File: src/rtl/sprnd_pkg.sv
package sprnd_pkg;

    typedef enum logic [1:0] {
        RM_NEAREST = 2'b00,
        RM_TRUNC   = 2'b01,
        RM_UP      = 2'b10,
        RM_DOWN    = 2'b11
    } rmode_e;

endpackage

File: src/rtl/sprnd_sticky.sv
module sprnd_sticky #(
    parameter int LOW_W = 27,
    parameter int EXT_W = 3
) (
    input  logic [LOW_W-1:0] low_i,
    input  logic [EXT_W-1:0] ext_i,
    output logic             sticky_o
);
    always_comb begin
        sticky_o = (|low_i) | (|ext_i);
    end
endmodule

File: src/rtl/sprnd_decide.sv
module sprnd_decide
    import sprnd_pkg::*;
(
    input  logic   sign_i,
    input  rmode_e mode_i,
    input  logic   lsb_i,
    input  logic   guard_i,
    input  logic   round_i,
    input  logic   sticky_i,
    output logic   inc_o
);
    logic below_any;

    always_comb begin
        below_any = guard_i | round_i | sticky_i;
        unique case (mode_i)
            RM_NEAREST: inc_o = guard_i & (lsb_i | round_i | sticky_i);
            RM_TRUNC:   inc_o = 1'b0;
            RM_UP:      inc_o = ~sign_i & below_any;
            RM_DOWN:    inc_o = sign_i & below_any;
            default:    inc_o = 1'b0;
        endcase
    end
endmodule

File: src/rtl/sprnd_incr.sv
module sprnd_incr #(
    parameter int KEEP_W = 24
) (
    input  logic [KEEP_W-1:0] keep_i,
    input  logic              inc_i,
    output logic [KEEP_W-1:0] keep_o,
    output logic              carry_o
);
    logic [KEEP_W:0] sum;

    always_comb begin
        sum     = {1'b0, keep_i} + {{KEEP_W{1'b0}}, inc_i};
        carry_o = sum[KEEP_W];
        keep_o  = carry_o ? {1'b1, sum[KEEP_W-1:1]} : sum[KEEP_W-1:0];
    end
endmodule

File: src/rtl/sp_mant_rounder.sv
module sp_mant_rounder
    import sprnd_pkg::*;
#(
    parameter int SIG_W  = 53,
    parameter int KEEP_W = 24,
    parameter int EXP_W  = 13
) (
    input  logic              clk,
    input  logic              rst_n,
    input  logic              in_sign,
    input  logic [EXP_W-1:0]  in_exp,
    input  logic [SIG_W-1:0]  in_sig,
    input  logic              in_g,
    input  logic              in_r,
    input  logic              in_x,
    input  logic [1:0]        in_mode,
    output logic [EXP_W-1:0]  out_exp,
    output logic [SIG_W-1:0]  out_sig,
    output logic              out_fr,
    output logic              out_fi
);
    localparam int DROP_W = SIG_W - KEEP_W;
    localparam int STK_W  = DROP_W - 2;
    localparam int LSB_IX = DROP_W;
    localparam int GRD_IX = DROP_W - 1;
    localparam int RND_IX = DROP_W - 2;

    typedef struct packed {
        logic [EXP_W-1:0] exp;
        logic [SIG_W-1:0] sig;
        logic             fr;
        logic             fi;
    } res_t;

    res_t res_d, res_q;

    logic              sticky;
    logic              inc;
    logic              carry;
    logic [KEEP_W-1:0] keep_new;

    sprnd_sticky #(.LOW_W(STK_W), .EXT_W(3)) u_sticky (
        .low_i    (in_sig[STK_W-1:0]),
        .ext_i    ({in_g, in_r, in_x}),
        .sticky_o (sticky)
    );

    sprnd_decide u_decide (
        .sign_i   (in_sign),
        .mode_i   (rmode_e'(in_mode)),
        .lsb_i    (in_sig[LSB_IX]),
        .guard_i  (in_sig[GRD_IX]),
        .round_i  (in_sig[RND_IX]),
        .sticky_i (sticky),
        .inc_o    (inc)
    );

    sprnd_incr #(.KEEP_W(KEEP_W)) u_incr (
        .keep_i  (in_sig[SIG_W-1 -: KEEP_W]),
        .inc_i   (inc),
        .keep_o  (keep_new),
        .carry_o (carry)
    );

    always_comb begin
        res_d     = res_q;
        res_d.exp = in_exp + {{(EXP_W-1){1'b0}}, carry};
        res_d.sig = {keep_new, {DROP_W{1'b0}}};
        res_d.fr  = inc;
        res_d.fi  = in_sig[GRD_IX] | in_sig[RND_IX] | sticky;
    end

    always_ff @(posedge clk or negedge rst_n) begin
        if (!rst_n) res_q <= '0;
        else        res_q <= res_d;
    end

    assign out_exp = res_q.exp;
    assign out_sig = res_q.sig;
    assign out_fr  = res_q.fr;
    assign out_fi  = res_q.fi;

    AST_LOW_CLEARED: assert property (@(posedge clk) disable iff (!rst_n)
        out_sig[DROP_W-1:0] == '0);

    AST_TRUNC_KEEPS: assert property (@(posedge clk) disable iff (!rst_n)
        (rst_n && in_mode == 2'b01) |=>
        (!out_fr && out_sig[SIG_W-1:DROP_W] == $past(in_sig[SIG_W-1:DROP_W])
         && out_exp == $past(in_exp)));

    AST_UP_NEG_HOLD: assert property (@(posedge clk) disable iff (!rst_n)
        (rst_n && in_mode == 2'b10 && in_sign) |=> !out_fr);

    AST_DOWN_POS_HOLD: assert property (@(posedge clk) disable iff (!rst_n)
        (rst_n && in_mode == 2'b11 && !in_sign) |=> !out_fr);

    AST_EXP_STEP: assert property (@(posedge clk) disable iff (!rst_n)
        rst_n |=> (out_exp == $past(in_exp)) ||
                  (out_exp == EXP_W'($past(in_exp) + 1'b1) && out_sig[SIG_W-1]
                   && out_sig[SIG_W-2:DROP_W] == '0));

    AST_FR_NEEDS_FI: assert property (@(posedge clk) disable iff (!rst_n)
        out_fr |-> out_fi);

    AST_FI_TRACK: assert property (@(posedge clk) disable iff (!rst_n)
        rst_n |=> out_fi == $past((|in_sig[DROP_W-1:0]) | in_g | in_r | in_x));

endmodule

File: config.mk
export PLATFORM = sky130hd
export DESIGN_NAME = sp_mant_rounder
export DESIGN_NICKNAME = d
export VERILOG_FILES = /design/src/rtl/sprnd_pkg.sv /design/src/rtl/sprnd_sticky.sv /design/src/rtl/sprnd_decide.sv /design/src/rtl/sprnd_incr.sv /design/src/rtl/sp_mant_rounder.sv
export SDC_FILE = /design/constraint.sdc
export NUM_CORES = 1
export LEC_CHECK = 0
export BUFFER_PORTS_ARGS = -buffer_cell sky130_fd_sc_hd__buf_4
export CORE_MARGIN = 1
export CORE_UTILIZATION = 35
export CTS_CLUSTER_SIZE = 40
export DETAILED_ROUTE_END_ITERATION = 8
export GPL_TIMING_DRIVEN = 0
export PLACE_DENSITY = 0.77
export SLEW_MARGIN = 20
export SYNTH_ARGS = -nofsm -noshare
export SYNTH_HDL_FRONTEND = slang
export SYNTH_SLANG_ARGS = --single-unit
File: constraint.sdc
create_clock -name clk -period 0.8 [get_ports clk]
set_input_delay 0 -clock clk [delete_from_list [all_inputs] [get_ports clk]]
set_output_delay 0 -clock clk [all_outputs]
set_load 0.02 [all_outputs]
==> flow_summary.toml <==
[outcome]
status = "finished with violations"
violations = "negative hold slack, negative setup slack"

[global_routing]
grt_antenna_before_repair = 0
overflow = 0
grt_max_degree = 40
grt_pass1_wl_um = 10510
grt_pass1_vias = 2255
groute.usage.overall_pct = 21.70

[place]
routabilityCongestion = 0.8029
dp_hpwl_um = 4435
dp.cells = 419
preCtsSetupSlack_ns = -1.821
port_buffers = 111
place_area_mm2 = 0.003334

[critical_path]
cp-end-kind = "flip-flop"
worstPathRequired_ns = 1.00
start_kind = "primary input"
critical_path_class = "primary input to flip-flop"
startpoint = "in_sig[15]"
crit_path_end = "out_exp[11]"
path_max_fanout = 4
arrival_ns = 2.34

[worst_hold_path]
hold_class = "primary input to flip-flop"

[final_layout]
syn2layout_area_growth_pct = 96.35
antenna_cells = 0
stdcell_area_mm2 = 0.004240
nets = 471
fin_cells = 469
drive_above_1_share_pct = 56.09

[timing]
slew_violations = 0
setup_viol = 66
slew_headroom_pct = 65.94
rsz0062_at_grt = "yes"
min_period_ns = 2.138
worstMarginPinSlew_ns = 0.5070
hold_viol_final = 3
setup_tns_ns = -37.87
max_freq_mhz = 467.7
fin_ws_ns = -1.338
min_period_over_period_pct = 267.3
holdWs_ns = -0.07089

[synthesis]
synth_warnings = 0
syn-cell-area_mm2 = 0.002160
synthCells = 205
synth.avg_cell_area_um2 = 10.53
yosys-top-cells-area = "dfrtp_1 45%, buf_4 10%, xnor2_1 7.3%"
yosysSeqAreaShare_pct = 45.19
synth.top_cell.area_share_pct = 45.19
ys_types = 38
synth_area_leader_cell = "dfrtp_1"
ys_ff_latch = 39

[die]
die_h_um = 80.55
start_util_pct = 36.48
die_w_um = 80.55
ioPinCount = 142
core_area_mm2 = 0.005921
rows = 28
die-area_mm2 = 0.006488

[route]
vias = 2136
drtIter0Drc = 66
ant_nets = 0
drt_wl_total_um = 6886
via_per_inst = 4.554
drc_errors = 0
drtPass1Iterations = 4
wl_per_cell_um = 14.68

[clock_tree]
ctsHoldBuffers = 28
cts_tree = "yes"
cts-htree-levels = 2
cts.clk_slew.worst_paths_ns = 0.08
clock_tree.root_cell = "clkbuf_8"
clockBufferDepth = 2
cts_sinks = 39
cts_made_buffers = 5

[run]
max_cap_violations = 0

[power_and_ir_drop]
p_leak_nw = 2.017
total_power_w = 0.005307
irDropWorstVdd_mv = 0.9446
powerDensity_mw_per_mm2 = 1252
-- flip-flops by register name (all words and copies together) (netlist names) --
signal   count
out_fi       1
out_sig     24
out_exp     13
out_fr       1
-- stage by stage --
step	util, %	hold slack [ns]
6_report	71.62	-0.07089
5_1_grt	71.62	-0.07643
4_1_cts	68.77	-0.09179
3_5_place_dp	56.32	0.001906
3_3_place_gp	56.32	-0.004385
2_1_floorplan	-	-0.2956
-- critical path: stages --
cell and delay, ns:
buf_4 0.12, nor4_4 0.26, nand4_1 0.17, nor2_1 0.17
a21oi_2 0.08, ha_2 0.21, ha_4 0.17, nand3_4 0.07
nor3_4 0.05, and4_4 0.20, buf_12 0.13, ha_4 0.17
buf_12 0.12, and3_4 0.14, nand4_1 0.11, xnor2_1 0.16
-- synth_stat cells --
library cell  number
a21oi_1            1
a22oi_1            1
a31oi_1            3
and2_1             2
and3_1             9
and3_2             1
and3_4             1
and4_1             3
buf_2              1
buf_4             29
buf_6              3
conb_1             1
dfrtp_1           39
ha_1               4
inv_1              2
mux2_4             2
nand2_1           11
nand2_2            7
nand2_4            1
nand2b_1           1
nand3_1            5
nand3_2            2
nand4_1           12
nand4_2            1
nor2_1            14
nor2_2             1
nor2b_1            1
nor3_1             2
nor3_2             1
nor4_1             7
nor4b_4            1
o211ai_1           1
o21a_1             1
o21ai_0            2
o21ai_2            1
or3_1              1
xnor2_1           18
xor2_1            12
-- layout make-up --
type	count	area, um2
Clock inverter	3	43.79
Buffer	32	254.0
Fill cell	433	1680
Clock buffer	5	68.82
Inverter	2	7.507
Timing Repair Buffer	154	1449
Tap cell	75	93.84
Multi-Input combinational cell	159	1348
Sequential cell	39	975.9
-- repair_timing --
item                                    in CTS  in global routing
resized for setup                           62                 30
setup buffers                                9                  7
hold endpoints to repair                    69                  3
endpoints found under the setup margin      77                 77
pin swaps                                   26                 24
-- where the power goes --
| part | switching (W) | total [W] | internal, W |
|---|---|---|---|
| Sequential | 0.0000551 | 0.00214 | 0.00208 |
| Combinational | 0.000703 | 0.00152 | 0.000813 |
| Clock | 0.000726 | 0.00165 | 0.000928 |
-- cells by family after synthesis --
kind of cell | share of synthesized area, %
buffers and inverters | 12.22
other | 0.1736
AO/OA/AOI/OAI | 3.013
adder cells (fa/ha/maj) | 2.318
flip-flops | 45.19
XOR/XNOR | 12.17
AND/OR/NAND/NOR | 23.52
multiplexers | 1.391
-- worst min-delay path by stage --
| stage | slack, ns | from | cells past startpoint | to |
|---|---|---|---|---|
| floorplan | -0.30 | rst_n | 0 | out_exp[0] |
| global placement | -0.004 | rst_n | 1 | out_sig[36] |
| detailed placement | 0.002 | rst_n | 1 | out_sig[33] |
| CTS | -0.09 | in_sig[28] | 2 | out_fi |
| global route | -0.08 | in_exp[0] | 2 | out_exp[0] |
| finish | -0.07 | in_exp[0] | 2 | out_exp[0] |
-- per-layer routing --
| metal | global-route usage (%) | up-vias | part of all wire, % |
|---|---|---|---|
| li1 | - | 1021 | - |
| met1 | 22.52 | 996 | 35 |
| met2 | 41.02 | 102 | 54 |
| met3 | 5.455 | 17 | 7.7 |
| met4 | 8.750 | 0 | 2.5 |
| met5 | 0 | - | 0 |
-- cells in the final DEF (no fill, tap or decap), types with 8 or more instances in the layout --
cell type / Yosys / final
buf_4: 29 / 100
nor2_1: 14 / 8
xnor2_1: 18 / 11
conb_1: 1 / 29
nand2_1: 11 / 8
dfrtp_1: 39 / 39
nand4_1: 12 / 12
xor2_1: 12 / 12
buf_6: 3 / 53
dlygate4sd3_1: 0 / 28
Note: power is estimated with default switching activity, not from simulation.
